<file path="src/rtl/mm_hard_multiple_pkg.sv">
package mm_hard_multiple_pkg;

  typedef enum logic [1:0] {
    MOD_DIM1 = 2'b00,  // 2^n+1, diminished-by-one coding
    MOD_POW2 = 2'b01,  // 2^n, carry discarded
    MOD_ONES = 2'b10,  // 2^n-1, carry wrapped
    MOD_RSVD = 2'b11   // treated as MOD_POW2
  } mod_sel_e;

  // Group generate of a combined span: upper span (gh,ph) over lower span gl.
  function automatic logic gp_gen(input logic gh, input logic ph, input logic gl);
    return gh | (ph & gl);
  endfunction

endpackage

</file>
<file path="src/rtl/mm_hm_pre.sv">
module mm_hm_pre
  import mm_hard_multiple_pkg::*;
#(
  parameter int N = 8
) (
  input  logic [N-1:0] x_i,
  input  mod_sel_e     mode_i,
  output logic [N-1:0] gen_o,
  output logic [N-1:0] prp_o,
  output logic [N-1:0] hsum_o
);

  logic          wrap_bit;
  logic [N-1:0]  dbl;

  // Bit shifted into position 0 of the doubled operand.
  always_comb begin
    unique case (mode_i)
      MOD_ONES: wrap_bit = x_i[N-1];
      MOD_DIM1: wrap_bit = ~x_i[N-1];
      default:  wrap_bit = 1'b0;
    endcase
  end

  assign dbl = {x_i[N-2:0], wrap_bit};

  // Neighbouring-bit correlation: addend bits are x[i] and x[i-1].
  genvar gi;
  generate
    for (gi = 0; gi < N; gi++) begin : g_bit
      assign gen_o[gi]  = x_i[gi] & dbl[gi];
      assign prp_o[gi]  = x_i[gi] | dbl[gi];
      assign hsum_o[gi] = x_i[gi] ^ dbl[gi];
    end
  endgenerate

endmodule

</file>
<file path="src/rtl/mm_hm_prefix.sv">
module mm_hm_prefix
  import mm_hard_multiple_pkg::*;
#(
  parameter int N = 8
) (
  input  logic [N-1:0] gen_i,
  input  logic [N-1:0] prp_i,
  output logic [N-1:0] grp_g_o,
  output logic [N-1:0] grp_p_o
);

  localparam int LV = $clog2(N);

  logic [LV:0][N-1:0] g_lv;
  logic [LV:0][N-1:0] p_lv;

  assign g_lv[0] = gen_i;
  assign p_lv[0] = prp_i;

  genvar lv, bi;
  generate
    for (lv = 0; lv < LV; lv++) begin : g_level
      localparam int D = 1 << lv;
      for (bi = 0; bi < N; bi++) begin : g_node
        if (bi >= D) begin : g_comb
          assign g_lv[lv+1][bi] = gp_gen(g_lv[lv][bi], p_lv[lv][bi], g_lv[lv][bi-D]);
          assign p_lv[lv+1][bi] = p_lv[lv][bi] & p_lv[lv][bi-D];
        end else begin : g_pass
          assign g_lv[lv+1][bi] = g_lv[lv][bi];
          assign p_lv[lv+1][bi] = p_lv[lv][bi];
        end
      end
    end
  endgenerate

  assign grp_g_o = g_lv[LV];
  assign grp_p_o = p_lv[LV];

endmodule

</file>
<file path="src/rtl/mm_hm_post.sv">
module mm_hm_post
  import mm_hard_multiple_pkg::*;
#(
  parameter int N = 8
) (
  input  mod_sel_e     mode_i,
  input  logic [N-1:0] hsum_i,
  input  logic [N-1:0] grp_g_i,
  input  logic [N-1:0] grp_p_i,
  output logic [N-1:0] sum_o
);

  logic          cin;
  logic [N-1:0]  carry;

  // Carry fed back into bit 0: wrapped, dropped or complemented.
  always_comb begin
    unique case (mode_i)
      MOD_ONES: cin = grp_g_i[N-1];
      MOD_DIM1: cin = ~grp_g_i[N-1];
      default:  cin = 1'b0;
    endcase
  end

  assign carry[0] = cin;

  genvar ci;
  generate
    for (ci = 1; ci < N; ci++) begin : g_carry
      assign carry[ci] = gp_gen(grp_g_i[ci-1], grp_p_i[ci-1], cin);
    end
  endgenerate

  assign sum_o = hsum_i ^ carry;

  // every position propagates and none generates, so the sum is the all-ones zero code.
  always_comb begin
    if (mode_i == MOD_ONES && grp_p_i[N-1] && !grp_g_i[N-1])
      a_r2_full_propagate: assert (sum_o == {N{1'b1}});
  end

endmodule

</file>
<file path="src/rtl/mm_hard_multiple.sv">
module mm_hard_multiple
  import mm_hard_multiple_pkg::*;
#(
  parameter int N = 8
) (
  input  logic [N-1:0] x_i,
  input  logic [1:0]   mod_sel_i,
  output logic [N-1:0] h3x_o
);

  mod_sel_e      mode;
  logic [N-1:0]  gen, prp, hsum;
  logic [N-1:0]  grp_g, grp_p;

  assign mode = mod_sel_e'(mod_sel_i);

  mm_hm_pre #(.N(N)) u_pre (
    .x_i    (x_i),
    .mode_i (mode),
    .gen_o  (gen),
    .prp_o  (prp),
    .hsum_o (hsum)
  );

  mm_hm_prefix #(.N(N)) u_prefix (
    .gen_i   (gen),
    .prp_i   (prp),
    .grp_g_o (grp_g),
    .grp_p_o (grp_p)
  );

  mm_hm_post #(.N(N)) u_post (
    .mode_i  (mode),
    .hsum_i  (hsum),
    .grp_g_i (grp_g),
    .grp_p_i (grp_p),
    .sum_o   (h3x_o)
  );

  always_comb begin
    if (mode == MOD_POW2 || mode == MOD_RSVD) begin
      a_r7_low_bits: assert (h3x_o[0] == x_i[0] && h3x_o[1] == (x_i[1] ^ x_i[0]));
    end
    if (mode == MOD_ONES && h3x_o == '0) begin
      a_r3_zero_only_from_zero: assert (x_i == '0);
    end
    if (mode == MOD_DIM1 && x_i == '0) begin
      a_r5_dim1_low_end: assert (h3x_o == N'(2));
    end
    if (mode == MOD_DIM1 && x_i == {N{1'b1}}) begin
      a_r5_dim1_high_end: assert (h3x_o == {N{1'b1}} - N'(2));
    end
  end

endmodule

</file>
<file path="config.mk">
export PLATFORM = sky130hd
export DESIGN_NAME = mm_hard_multiple
export DESIGN_NICKNAME = d
export VERILOG_FILES = /design/src/rtl/mm_hard_multiple_pkg.sv /design/src/rtl/mm_hm_pre.sv /design/src/rtl/mm_hm_prefix.sv /design/src/rtl/mm_hm_post.sv /design/src/rtl/mm_hard_multiple.sv
export SDC_FILE = /design/constraint.sdc
export NUM_CORES = 1
export LEC_CHECK = 0
export BUFFER_PORTS_ARGS = -buffer_cell sky130_fd_sc_hd__buf_2
export CORE_AREA = 2 2 39 41
export DETAILED_ROUTE_END_ITERATION = 10
export DIE_AREA = 0 0 41 43
export GPL_ROUTABILITY_DRIVEN = 0
export PLACE_DENSITY = 0.69
export SYNTH_ARGS = -nofsm -noshare
export SYNTH_HDL_FRONTEND = slang
export SYNTH_SLANG_ARGS = --single-unit
</file>
<file path="constraint.sdc">
create_clock -name vclk -period 4.5
set_input_delay 0.45 -clock vclk [all_inputs]
set_output_delay 0.45 -clock vclk [all_outputs]
set_load 0.02 [all_outputs]
</file>
# Word level (Yosys, flattened, before mapping)
# Cells that the tools add are included.
# W data, S select, Z words.
[op_classes] eq_ne=1 bitwise=91 reduce_logical=1 muxes=2
[op_table] cell="$and A1 B1 Y1" count=48
[op_table] cell="$or A1 B1 Y1" count=32
[op_table] cell="$xor A1 B1 Y1" count=8
[op_table] cell="$xor A8 B8 Y8" count=1
[op_table] cell="$pmux W1 S2" count=2
[op_table] cell="$eq A2 B2 Y1 const B" count=1
[op_table] cell="$logic_not A2 Y1" count=1
[op_table] cell="$not A1 Y1" count=2
[totals] out_inout_bits=8 register_bits=0 inputBits=10 word_cells=95

# Logic depth before layout (Yosys ltp)
[logic_depth] word_depth=14 depth_mapped=10 ltp_nobuf=10

# By module
# Synthesis repeated with hierarchy kept, for this count alone.
[unflattened] hier_cells=82 area_unflattened_um2=600.6
[by_module_without_submodules] mod="mm_hm_pre" area_each_um2=281.5 seq_area_each_um2=0.0 instances=1 cells_per_inst=35
[by_module_without_submodules] mod="mm_hm_prefix" area_each_um2=181.4 seq_area_each_um2=0.0 instances=1 cells_per_inst=29
[by_module_without_submodules] mod="mm_hm_post" area_each_um2=137.6 seq_area_each_um2=0.0 instances=1 cells_per_inst=18

# Worst setup path before layout
# OpenSTA, ideal clock, no wires.
[synth_path] kind="input to output" startpoint="input port mod_sel_i[1]" endpoint="output port h3x_o[7]" required_ps=4050 slack_ps=1807 arrival_time_ps=2243 cell_stages=9 path_cell_list="xnor2_1 -> nor2b_1 -> ha_1 -> nor2b_1 -> o21a_1 -> a211o_2 -> xnor2_4 -> a31o_1 -> a21oi_1"
[synth_between] elab_chain_cells=14 word_cells_on_any_way=22 cone_classes="eq/ne: 1; mux: 2; bitwise: 18; reduce/logical: 1"
[synth_rtl] item="start, declared" line_no="mm_hard_multiple.sv:7" source="input logic [1:0] mod_sel_i,"
[synth_rtl] item="$eq A2 B2 Y1 / $logic_not A2 Y1 (equally long branches)"
[synth_rtl] item="$pmux W1 S2" line_no="mm_hm_pre.sv:18" source="unique case (mode_i)"
[synth_rtl] item="$and A1 B1 Y1" line_no="mm_hm_pre.sv:31" source="assign gen_o[gi] = x_i[gi] & dbl[gi];"
[synth_rtl] item="$and A1 B1 Y1" line_no="mm_hard_multiple_pkg.sv:12" source="return gh | (ph & gl);"
[synth_rtl] item="$or A1 B1 Y1" line_no="mm_hard_multiple_pkg.sv:12"
[synth_rtl] item="$and A1 B1 Y1" line_no="mm_hard_multiple_pkg.sv:12"
[synth_rtl] item="$or A1 B1 Y1" line_no="mm_hard_multiple_pkg.sv:12"
[synth_rtl] item="$and A1 B1 Y1" line_no="mm_hard_multiple_pkg.sv:12"
[synth_rtl] item="$or A1 B1 Y1" line_no="mm_hard_multiple_pkg.sv:12"
[synth_rtl] item="$not A1 Y1" line_no="mm_hm_post.sv:20" source="MOD_DIM1: cin = ~grp_g_i[N-1];"
[synth_rtl] item="$pmux W1 S2" line_no="mm_hm_post.sv:18" source="unique case (mode_i)"
[synth_rtl] item="$and A1 B1 Y1" line_no="mm_hard_multiple_pkg.sv:12"
[synth_rtl] item="$or A1 B1 Y1 *" line_no="mm_hard_multiple_pkg.sv:12"
[synth_rtl] item="$xor A8 B8 Y8 *" line_no="mm_hm_post.sv:34" source="assign sum_o = hsum_i ^ carry;"
[synth_rtl] item="end, declared" line_no="mm_hard_multiple.sv:8" source="output logic [N-1:0] h3x_o"
# Every way passes the cells marked *; elsewhere a longest branch is shown, timed or not.

# Worst setup path after layout
# Ends and elaborated chain as after synthesis.

==> key figures <==
Logic synthesis
  • Synth cell types: 23
  • Syn Nets: 103
  • Register area share after synthesis: 0%
  • Synth Cell Area: 594 sq um
  • Cell taking the most area after synthesis: ha_1
  • Top post-synthesis cells by area: ha_1, xnor2_1, inv_1
  • Most frequent cells after synthesis: ha_1, inv_1, xnor2_1
  • Cells after Synth: 75
  • Yosys top cell area share: 37.9%
  • Syn avg cell area: 7.92 sq um
  • Most common cell in the synthesized netlist: ha_1
  • Yosys warns: 0

Die
  • Die Height: 43 um
  • Top-level port count: 18
  • Die width: 41 um
  • Initial core utilization: 42.9%
  • Core area: 1380 sq um
  • Die area: 1760 sq um
  • Site Rows: 14

Worst setup path
  • Worst Path Arrival: 2.47 ns
  • Crit-path leading delay family: compound AO/OA/AOI/OAI gates
  • Setup CP Type: in -> out
  • CP required: 4.05 ns
  • CP Launch Type: input pin
  • Crit. End Element: primary output
  • Crit-path max FO: 7
  • Crit path buf inv count: 2
  • CP max stage delay: 0.35 ns
  • Cells along the critical path: buf_2 > xnor2_1 > nor2b_1 > ha_1 > nor2b_1 > o21a_1 > a211o_2 > xnor2_4 > a31o_1 > a21oi_1 > buf_2
  • Slowest cell on crit path: a211o_2

Route
  • Avg WL per Cell: 10.7 um
  • DR iter-0 viols: 6
  • Post-route ant nets: 0
  • Pre-Repair DR Iteration Count: 2
  • Via count: 564
  • WL final: 1170 um
  • Avg Vias per Cell: 5.17
  • Drc violations: 0

STA
  • Max frequency: 343 MHz
  • RSZ-0062 raised after global routing: false
  • Setup_tns: 0 ns
  • Worst slew margin relative to its limit: 67.2%
  • Actual slew at the worst max-slew pin: 0.486 ns
  • Fin Hold WS: 1.33 ns
  • Max-slew violations: 0
  • Tcrit/Tclk final: 64.8%
  • Final Hold Vio Count: 0
  • Final min period: 2.92 ns
  • Setup-failing EPs final: 0

Layout
  • Layout cells sized above 1: 22.6%
  • ANT cells: 0
  • Synth-to-layout area growth: 18.5%
  • Core Util, Final: 50.9%
  • # clk buffers: 0
  • Sequential cell count: 0
  • Reg area: 0 sq um
  • Final net count: 123
  • Post-Layout Cell Count: 109

Power
  • Register share of total power: 0%
  • P_int: 45.5 uW
  • Combinational fraction of design power: 100.0%
  • Switching pwr: 63.7 uW
  • Power share of the clock group: 0%
  • Worst vdd ir: 0.0000785 V
  • Pwr Total: 109 uW
  • Switching share of power: 58.4%
  • Pwr/cell area: 155 nW/um^2
  • Pleak: 0.360 nW

Global route
  • Initial antenna violation count: 0
  • Vias in the first global route: 498
  • All-layer global routing usage: 14.3%
  • Gr ovfl total: 0
  • Largest net degree at the start of global routing: 8
  • First-pass GRT wire length: 1840 um

Job
  • Max cap viols: 0

CTS
  • Postcts setup bufs: 0
  • Hold-fix buffers, CTS: 0
  • Post-CTS Resized: 0

Status
  • Status: finished, final reports clean

Placement
  • DP Wirelength: 1050 um
  • Placed insts: 109
  • Port Buffers: 18

Hold path
  • Worst hold path class: in -> out
-- worst min-delay path, cell delays in order --
cell and delay [ns]:
buf_2 0.11, nand2b_1 0.11, xnor2_1 0.06, buf_2 0.15
-- routing by layer --
layer / part of all wire (%) / vias up / global-route usage (%)
li1: - / 297 / -
met1: 44 / 257 / 17.4
met2: 53 / 10 / 27.5
met3: 3.0 / 0 / 0
met4: 0 / 0 / 0
met5: 0 / - / 0
-- worst paths after layout --
check / start / endpoint / cells past startpoint
worst min-delay path: mod_sel_i[0] / h3x_o[0] / 4
worst max-delay path: mod_sel_i[1] / h3x_o[7] / 11
-- logic make-up after synthesis --
group                    after synthesis  share of synthesized area [%]
AO/OA/AOI/OAI                         18                           21.7
adder cells (fa/ha/maj)               18                           37.9
AND/OR/NAND/NOR                       18                           16.4
buffers and inverters                 12                           7.58
XOR/XNOR                               9                           16.4
-- metrics by stage --
step | setup slack (ns) | instance area, sq um
5_1_grt | 1.32 | 704
2_1_floorplan | 1.81 | 594
4_1_cts | 1.58 | 704
3_5_place_dp | 1.59 | 704
3_3_place_gp | 1.63 | 704
6_report | 1.58 | 704
-- power groups by stage --
| stage | clock network [mW] | logic, mW | registers [mW] |
|---|---|---|---|
| final | 0 | 0.109 | 0 |
| after global routing | 0 | 0.120 | 0 |
| after CTS | 0 | 0.110 | 0 |
| after detailed placement | 0 | 0.110 | 0 |
| after global placement | 0 | 0.108 | 0 |
| after floorplan | 0 | 0.0785 | 0 |
-- layout make-up --
cell class | instances | area [sq um]
fillers | 153 | 679
repair buffers | 18 | 90.1
multi-input cells | 63 | 549
well taps | 16 | 20.0
inverters | 12 | 45.0
-- placed cells by master, fill, tap and decap left out, drive strengths merged --
cell type	instances
xnor2	8
nor4	1
o41ai	1
a311oi	1
nor2b	2
a21boi	1
xor2	1
a31o	1
o311ai	1
buf	18
inv	12
o21ai	1
and2	1
a21oi	3
a31oi	3
a211o	1
o21bai	1
ha	18
o31ai	2
nor3	5
o21a	2
nand2b	3
nor2	6
(Power assumes the default switching activity.)
